<file path="config.mk">
export PLATFORM = sky130hd
export DESIGN_NAME = dac_wr_seq
export DESIGN_NICKNAME = d
export VERILOG_FILES = /design/src/rtl/dac_seq_pkg.sv /design/src/rtl/dac_sel_decode.sv /design/src/rtl/dac_phase_timer.sv /design/src/rtl/dac_wr_seq.sv
export SDC_FILE = /design/constraint.sdc
export NUM_CORES = 1
export LEC_CHECK = 0
export ABC_AREA = 1
export BUFFER_PORTS_ARGS = -buffer_cell sky130_fd_sc_hd__buf_4
export CORE_MARGIN = 1.5
export CORE_UTILIZATION = 35
export DETAILED_ROUTE_END_ITERATION = 8
export GPL_ROUTABILITY_DRIVEN = 0
export SLEW_MARGIN = 20
export SYNTH_ARGS = -nofsm -noshare
export SYNTH_HDL_FRONTEND = slang
export SYNTH_SLANG_ARGS = --single-unit
</file>
<file path="constraint.sdc">
create_clock -name clk -period 2.5 [get_ports clk]
set_input_delay 0.25 -clock clk [delete_from_list [all_inputs] [get_ports clk]]
set_output_delay 0.25 -clock clk [all_outputs]
set_load 0.03 [all_outputs]
</file>
<file path="src/rtl/dac_seq_pkg.sv">
package dac_seq_pkg;

    typedef enum logic [1:0] {
        OP_LOAD  = 2'b00,
        OP_UPD   = 2'b01,
        OP_CLEAR = 2'b10,
        OP_NOP   = 2'b11
    } dac_op_e;

    typedef enum logic [2:0] {
        ST_IDLE,
        ST_SETUP,
        ST_STROBE,
        ST_HOLD,
        ST_CLEAR
    } seq_state_e;

    // Round a time up to whole clock periods, never less than one.
    function automatic int unsigned ns2cyc(int unsigned t_ns, int unsigned clk_ns);
        int unsigned c;
        c = (t_ns + clk_ns - 1) / clk_ns;
        return (c < 1) ? 1 : c;
    endfunction

endpackage

</file>
<file path="src/rtl/dac_sel_decode.sv">
module dac_sel_decode #(
    parameter int NUM_DAC = 4,
    parameter int SEL_W   = 2
) (
    input  logic [SEL_W-1:0]   sel,
    input  logic               en,
    output logic [NUM_DAC-1:0] onehot_n
);
    for (genvar i = 0; i < NUM_DAC; i++) begin : g_dec
        assign onehot_n[i] = !(en && (sel == SEL_W'(i)));
    end
endmodule

</file>
<file path="src/rtl/dac_phase_timer.sv">
module dac_phase_timer #(
    parameter int CNT_W = 4
) (
    input  logic             clk,
    input  logic             rst_n,
    input  logic             load,
    input  logic [CNT_W-1:0] load_val,
    output logic             expired
);
    logic [CNT_W-1:0] cnt_d, cnt_q;

    always_comb begin
        cnt_d = cnt_q;
        if (load) begin
            cnt_d = load_val;
        end else if (cnt_q != '0) begin
            cnt_d = cnt_q - 1'b1;
        end
    end

    always_ff @(posedge clk or negedge rst_n) begin
        if (!rst_n) begin
            cnt_q <= '0;
        end else begin
            cnt_q <= cnt_d;
        end
    end

    assign expired = (cnt_q == '0);
endmodule

</file>
<file path="src/rtl/dac_wr_seq.sv">
module dac_wr_seq
    import dac_seq_pkg::*;
#(
    parameter int NUM_DAC     = 4,
    parameter int DATA_W      = 16,
    parameter int SEL_W       = (NUM_DAC > 1) ? $clog2(NUM_DAC) : 1,
    parameter int CLK_NS      = 20,
    parameter int SETUP_NS    = 50,
    parameter int HOLD_NS     = 10,
    parameter int PULSE_NS    = 50,
    parameter int PULSE_SB_NS = 80,
    parameter int CLEAR_NS    = 200
) (
    input  logic               clk,
    input  logic               rst_n,
    input  logic               cmd_valid,
    output logic               cmd_ready,
    input  logic [1:0]         cmd_op,
    input  logic [SEL_W-1:0]   cmd_sel,
    input  logic [DATA_W-1:0]  cmd_data,
    input  logic               single_buf,
    output logic [DATA_W-1:0]  dac_data,
    output logic [NUM_DAC-1:0] in_en_n,
    output logic               upd_en_n,
    output logic               wr_n,
    output logic               clr_n
);
    localparam int SETUP_CYC    = ns2cyc(SETUP_NS, CLK_NS);
    localparam int HOLD_CYC     = ns2cyc(HOLD_NS, CLK_NS);
    localparam int PULSE_CYC    = ns2cyc(PULSE_NS, CLK_NS);
    localparam int PULSE_SB_CYC = ns2cyc(PULSE_SB_NS, CLK_NS);
    localparam int CLEAR_CYC    = ns2cyc(CLEAR_NS, CLK_NS);
    localparam int SUM_CYC      = SETUP_CYC + HOLD_CYC + PULSE_CYC + PULSE_SB_CYC + CLEAR_CYC;
    localparam int CNT_W        = $clog2(SUM_CYC + 1);

    typedef struct packed {
        seq_state_e          state;
        logic [DATA_W-1:0]   data;
        logic [NUM_DAC-1:0]  in_en_n;
        logic                upd_en_n;
        logic                wr_n;
        logic                clr_n;
        logic                sb;
    } seq_regs_t;

    seq_regs_t          r_d, r_q;
    logic               t_load;
    logic [CNT_W-1:0]   t_val;
    logic               t_expired;
    logic [NUM_DAC-1:0] sel_n;
    dac_op_e            op;

    assign op = dac_op_e'(cmd_op);

    dac_sel_decode #(
        .NUM_DAC(NUM_DAC),
        .SEL_W  (SEL_W)
    ) i_dec (
        .sel     (cmd_sel),
        .en      (op == OP_LOAD),
        .onehot_n(sel_n)
    );

    dac_phase_timer #(
        .CNT_W(CNT_W)
    ) i_timer (
        .clk     (clk),
        .rst_n   (rst_n),
        .load    (t_load),
        .load_val(t_val),
        .expired (t_expired)
    );

    always_comb begin
        r_d    = r_q;
        t_load = 1'b0;
        t_val  = '0;
        unique case (r_q.state)
            ST_IDLE: begin
                if (cmd_valid) begin
                    unique case (op)
                        OP_LOAD, OP_UPD: begin
                            r_d.state    = ST_SETUP;
                            r_d.sb       = single_buf;
                            r_d.in_en_n  = sel_n;
                            r_d.upd_en_n = (op == OP_LOAD) ? !single_buf : 1'b0;
                            if (op == OP_LOAD) begin
                                r_d.data = cmd_data;
                            end
                            t_load = 1'b1;
                            t_val  = CNT_W'(SETUP_CYC - 1);
                        end
                        OP_CLEAR: begin
                            r_d.state = ST_CLEAR;
                            r_d.clr_n = 1'b0;
                            t_load    = 1'b1;
                            t_val     = CNT_W'(CLEAR_CYC - 1);
                        end
                        default: ;
                    endcase
                end
            end
            ST_SETUP: begin
                if (t_expired) begin
                    r_d.state = ST_STROBE;
                    r_d.wr_n  = 1'b0;
                    t_load    = 1'b1;
                    t_val     = r_q.sb ? CNT_W'(PULSE_SB_CYC - 1) : CNT_W'(PULSE_CYC - 1);
                end
            end
            ST_STROBE: begin
                if (t_expired) begin
                    r_d.state = ST_HOLD;
                    r_d.wr_n  = 1'b1;
                    t_load    = 1'b1;
                    t_val     = CNT_W'(HOLD_CYC - 1);
                end
            end
            ST_HOLD: begin
                if (t_expired) begin
                    r_d.state    = ST_IDLE;
                    r_d.in_en_n  = '1;
                    r_d.upd_en_n = 1'b1;
                end
            end
            ST_CLEAR: begin
                if (t_expired) begin
                    r_d.state = ST_IDLE;
                    r_d.clr_n = 1'b1;
                end
            end
            default: r_d.state = ST_IDLE;
        endcase
    end

    always_ff @(posedge clk or negedge rst_n) begin
        if (!rst_n) begin
            r_q.state    <= ST_IDLE;
            r_q.data     <= '0;
            r_q.in_en_n  <= '1;
            r_q.upd_en_n <= 1'b1;
            r_q.wr_n     <= 1'b1;
            r_q.clr_n    <= 1'b1;
            r_q.sb       <= 1'b0;
        end else begin
            r_q <= r_d;
        end
    end

    assign cmd_ready = (r_q.state == ST_IDLE);
    assign dac_data  = r_q.data;
    assign in_en_n   = r_q.in_en_n;
    assign upd_en_n  = r_q.upd_en_n;
    assign wr_n      = r_q.wr_n;
    assign clr_n     = r_q.clr_n;
endmodule


</file>
After elaboration in Yosys (flattened, before gate mapping)
Index checks and enable logic that the tools add are counted.
{ "op_classes": {"add_sub_neg": 1, "eq_ne": 18, "n_mux": 29, "n_reduce_logical": 28} }
{ "op_table": {"columns": ["op", "count"], "rows": [
  ["$mux W24", 1],
  ["$mux W21", 1],
  ["$mux W16", 1],
  ["$pmux W4 S2", 2],
  ["$mux W5", 3],
  ["$ne A2 B1 Y1 const B", 7],
  ["$pmux W3 S4", 1],
  ["$reduce_and A4 Y1", 3],
  ["$pmux W5 S2", 1],
  ["$mux W1", 9],
  ["$mux W3", 3],
  ["$reduce_bool A2 Y1", 4],
  ["$eq A2 B2 Y1 const B", 3],
  ["$eq A3 B2 Y1 const B", 2],
  ["$pmux W1 S2", 3],
  ["$pmux W3 S2", 1],
  ["$reduce_and A3 Y1", 2],
  ["$reduce_or A2 Y1", 3],
  ["$logic_not A1 Y1", 5],
  ["$logic_not A5 Y1", 1],
  ["$reduce_and A5 Y1", 1],
  ["$reduce_bool A5 Y1", 1],
  ["$sub A5 B1 Y5 const B", 1],
  ["$eq A2 B1 Y1 const B", 2],
  ["10 further kinds", 15]
]} }
{ "word_totals": {"regBits": 32, "inputBits": 24, "output_inout_bits": 24} }

Longest topological paths before layout
{ "depth": {"depth_word": 6, "mapped_depth": 9, "depth_no_buf": 9} }

By module
Synthesis repeated with hierarchy kept, for this count alone.
{ "unflattened": {"hier_cells": 226, "area_unflattened_um2": 1883.1} }
{ "by_module_without_submodules": {"columns": ["mod", "instances", "cells_per_inst", "area_per_inst_um2"], "rows": [
  ["dac_wr_seq", 1, 180, 1550.2],
  ["dac_phase_timer", 1, 39, 302.8],
  ["dac_sel_decode", 1, 7, 30.0]
]} }

Least setup slack after synthesis
Ideal clock, no wire load.
{ "synth_timing": {"kind": "flip-flop to flip-flop", "startpoint": "reg i_timer.cnt_q[0]", "endpoint": "reg i_timer.cnt_q[3]", "setup_ps": 113, "arrival_time_ps": 1220, "required_time_ps": 2387, "slack_ps": 1167, "path_stages_with_launch": 10, "path_buffers": 0, "cell_sequence": "dfrtp_1 inv_1 ha_1 nand3_4 inv_2 nand2_1 nand2_1 nand2_1 nand2_1 inv_1"} }
{ "synth_between": {"elab_chain_len": 4} }
{ "synth_rtl": {"columns": ["element", "line_no", "source"], "rows": [
  ["start: declaration", "dac_phase_timer.sv:10", "logic [CNT_W-1:0] cnt_d, cnt_q;"],
  ["start signal: assignment", "dac_phase_timer.sv:25", "cnt_q <= cnt_d;"],
  ["parallel branches: the longest is 4 deep, another holds $sub A5 B1 Y5", null, null]
]} }
Parallel ways; which one is timed is not known. The select of a mux whose other input is x is not followed.
A chain may end at the register's enable or synchronous reset.

Worst setup path after layout
{ "layout_timing": {"startpoint": "reg r_q[25] in the netlist's numbering", "endpoint": "out cmd_ready"} }
{ "layout_between": {"elab_chain_len": 1} }
{ "layout_rtl": {"columns": ["element", "line_no", "source"], "rows": [
  ["start: declaration", "dac_wr_seq.sv:46", "seq_regs_t r_d, r_q;"],
  ["start signal: assignment", "dac_wr_seq.sv:146", "r_q <= r_d;"],
  ["$logic_not A3 Y1", "dac_wr_seq.sv:150", "assign cmd_ready = (r_q.state == ST_IDLE);"],
  ["end: declaration", "dac_wr_seq.sv:17", "output logic cmd_ready,"]
]} }
Every way passes these cells.

==> reports/summary.log <==
qor: run_status.run_status complete, no violations
qor: timing.post_route_fraction_of_the_period_consumed_by_the_critical_path 60.52%
qor: critical_path.cp_cell_sequence inv_2, nand3_4, inv_2, buf_4
qor: critical_path.rrSetupSlack 1000 ps
qor: placed_design.io_buffer_count 47
qor: critical_path.worst_path_dominant_cell_family flip-flops
qor: hold_path.worst_hold_path.num_cells 3
qor: critical_path.crit_top_cell sky130_fd_sc_hd__inv_2
qor: critical_path.worstPathRequired 2250 ps
qor: timing.clock.fmax 0.6610 GHz
qor: critical_path.critPathMaxStageDelay 450 ps
qor: clock_network.cts_tree done
qor: timing.worst_clock_skew 2.776 ps
qor: floorplanning.core_region_area 4786 um^2
qor: yosys.synthMostInstantiatedCell sky130_fd_sc_hd__nand2_1
qor: yosys.synth.ff_latch_count 32
qor: hold_path.min_from cmd_data[6]
qor: global_route.antenna_found_initial 0
qor: finish.fill_cells 509
qor: finish.flow.area_growth_from_synthesis 20.77%
qor: hold_path.worst_hold_check_path_type primary input to flip-flop
qor: flow_run.drv.max_cap_violation_count 0
qor: clock_network.root_buffer sky130_fd_sc_hd__clkbuf_8
qor: floorplanning.initial_utilization 36.76%
qor: critical_path.timing.reg2reg.worst_path_depth 9
qor: pwr.combinationalPowerShare 51.1%
qor: route.detailedRoute.firstIterationViolations 82
qor: route.wirelength 3.591 mm
qor: clock_network.holdBufCountCts 1
qor: pwr.total_leakage_power 1.141 nW
qor: critical_path.setup.worst_path.start_class flip-flop
qor: critical_path.critical_path_buf_inv_count 3
qor: finish.final_nets 277
qor: yosys.synth_enable_flop_cells 0
qor: route.route.vias.total 1438
qor: global_route.grt_first_pass_wirelength 5.940 mm
qor: clock_network.cts_buffers 5
qor: yosys.post_synth_main_area_contributors sky130_fd_sc_hd__dfrtp_1, sky130_fd_sc_hd__nand2_1, sky130_fd_sc_hd__dfstp_2
qor: critical_path.worst-endpoint-arrival 1260 ps
qor: global_route.grt_pass1_vias 1344
qor: clock_network.postCtsSetupRepairBufs 0
qor: yosys.ys_dominant_reg_cell sky130_fd_sc_hd__dfrtp_1
qor: clock_network.cts.htree.levels 2
qor: clock_network.worst_skew_pair.late_latency 280 ps
qor: floorplanning.num_rows 25
qor: global_route.grt_max_degree 33
qor: yosys.synth-async-reset-ratio 100.0%
qor: finish.fin_util 44.39%
qor: route.first_pass_iteration_count_of_the_detailed_router 4
qor: hold_path.hold-path-endpoint dac_data[6]$_DFFE_PN0P_
qor: finish.num_antenna_cells 0
qor: yosys.synthesis.yosys.warnings 0
qor: yosys.synth.lib_cells_used.distinct 26
qor: yosys.synth.yosys.seq_area_share 46.02%
qor: yosys.synthesis.area 1759 um^2
qor: critical_path.crit_fanout 6
qor: timing.hold_ws 199.0 ps
qor: yosys.synth_largest_area_cell sky130_fd_sc_hd__dfrtp_1
qor: timing.tightestPinTransition 403.3 ps
qor: critical_path.max_stage_delay_cell_worst_path sky130_fd_sc_hd__dfrtp_1
qor: clock_network.cts.reportedPaths.clkPinSlew 60 ps
qor: finish.ratio_of_cells_with_drive_above_1_in_the_final_layout 30.83%
qor: timing.timing.final.setup_violations 0
qor: pwr.internal_power 0.001469 W
qor: floorplanning.die_width 73.90 um
qor: floorplanning.number_of_ports_placed_on_the_die_boundary 48
qor: yosys.synth_top_area_share 35.56%
qor: pwr.cellPowerDensity 1258 nW/um^2
qor: yosys.synth_nets 245
qor: pwr.share_of_power_burned_in_registers 33.9%
qor: critical_path.timing.rr.start i_timer.cnt_q[0]$_DFFE_PN0P_
qor: yosys.synth_top_cells_by_count sky130_fd_sc_hd__nand2_1, sky130_fd_sc_hd__nand3_1, sky130_fd_sc_hd__dfrtp_1
qor: global_route.grt_ovf 0
qor: pwr.ir_drop 0.5710 mV
qor: clock_network.ctsResizeCount 0
qor: finish.final_design_instance_area_without_fill 2125 um^2
qor: pwr.power.share.clock 15.0%
qor: critical_path.criticalPathCategory flip-flop to output port
qor: timing.setup-tns-final 0 ps
qor: route.routed_length_per_instance 11.22 um
qor: yosys.postSynthAreaPerCell 7.996 um^2
qor: route.vias_per_cell 4.494
qor: floorplanning.die_area 5460 um^2
qor: timing.slew_violations 0
qor: timing.max-slew-margin-rel 73.11%
qor: pwr.swShare 45.05%
qor: global_route.grt_use_total 14.23%
qor: placed_design.place_hpwl 2.677 mm
qor: clock_network.cts.sinks 32
qor: critical_path.setup.worst_path.end_class output port
qor: yosys.syn_inst 220
qor: critical_path.worstReg2RegEnd i_timer.cnt_q[3]$_DFFE_PN0P_
qor: timing.grt_setup_unrepaired false
qor: pwr.netSwitchingPower 0.001204 W
qor: timing.final-hold-violation-count 0
qor: placed_design.placed_cell_area 2024 um^2
qor: floorplanning.height_of_the_die 73.90 um
qor: route.drtAntennaViolNets 0
qor: route.route.detailed.drc 0
qor: clock_network.clock_path_buffers 2
qor: timing.final.min_clock_period 1513 ps
-- cell families after synthesis --
logic type	count (synthesis)	synth area share (%)
AND/OR/NAND/NOR	135	35.06
adder cells (fa/ha/maj)	1	0.7111
flip-flops	32	46.02
AO/OA/AOI/OAI	10	3.912
XOR/XNOR	1	0.4980
buffers and inverters	41	13.80
-- registers in the layout, indices dropped and copies added (netlist names) --
signal	cells
upd_en_n	1
in_en_n	4
wr_n	1
r_q	4
dac_data	16
i_timer.cnt_q	5
clr_n	1
-- through the flow --
stage	instances	power, W	worst slack (ps)
floorplan	220	0.002049	1167
global placement	311	0.002283	1018
detailed placement	311	0.002292	999.7
CTS	320	0.002709	969.6
global route	320	0.002876	846.2
finish	320	0.002673	987.1
-- worst max-delay path by stage --
| stage | startpoint | to | slack [ps] | depth (start not counted) |
|---|---|---|---|---|
| after global routing | i_timer.cnt_q[0]$_DFFE_PN0P_ | i_timer.cnt_q[3]$_DFFE_PN0P_ | 850 | 9 |
| after floorplan | i_timer.cnt_q[0]$_DFFE_PN0P_ | i_timer.cnt_q[3]$_DFFE_PN0P_ | 1170 | 9 |
| after global placement | r_q[25]$_DFFE_PN0P_ | dac_data[0]$_DFFE_PN0P_ | 1020 | 6 |
| after CTS | i_timer.cnt_q[0]$_DFFE_PN0P_ | i_timer.cnt_q[3]$_DFFE_PN0P_ | 970 | 9 |
| after detailed placement | i_timer.cnt_q[0]$_DFFE_PN0P_ | i_timer.cnt_q[3]$_DFFE_PN0P_ | 1000 | 9 |
| final | r_q[25]$_DFFE_PN0P_ | cmd_ready | 990 | 4 |
-- cell type report --
| cell class | instances | area, um^2 | share of cell area [%] |
|---|---|---|---|
| Multi-Input combinational cell | 147 | 706.9 | 33.27 |
| Sequential cell | 32 | 809.5 | 38.10 |
| Clock buffer | 8 | 90.09 | 4.240 |
| Timing Repair Buffer | 49 | 370.4 | 17.43 |
| Tap cell | 67 | 83.83 | 3.946 |
| Inverter | 17 | 63.81 | 3.004 |
-- power by group through the flow --
stage               Sequential [W]  Combinational (W)  Clock (W)
floorplan                 0.000915            0.00113          0
global placement          0.000915            0.00137          0
detailed placement        0.000911            0.00138          0
CTS                       0.000907            0.00138   0.000418
global route              0.000930            0.00151   0.000438
finish                    0.000905            0.00137   0.000401
-- tightest hold or removal path, cell delays in order --
cell	delay [ps]
sky130_fd_sc_hd__buf_4	80
sky130_fd_sc_hd__nand3_1	60
sky130_fd_sc_hd__nand2_1	60
-- cells in the final DEF (no fill, tap or decap), drive strengths merged --
master	count
nand2	83
buf	48
nand3	36
dfrtp	25
inv	17
nor2	14
clkbuf	8
dfstp	7
o21ai	6
xnor2	1
nor3	1
nand4	1
o31ai	1
a211oi	1
a21oi	1
a21o	1
ha	1
dlygate4sd3	1
-- routing by layer --
layer | track usage [%] | wire length [um]
met1 | 18.95 | 1719
met2 | 22.12 | 1560
met3 | 4.390 | 269
met4 | 4.321 | 41
met5 | 0 | 0
Note: power is estimated with default switching activity, not from simulation.
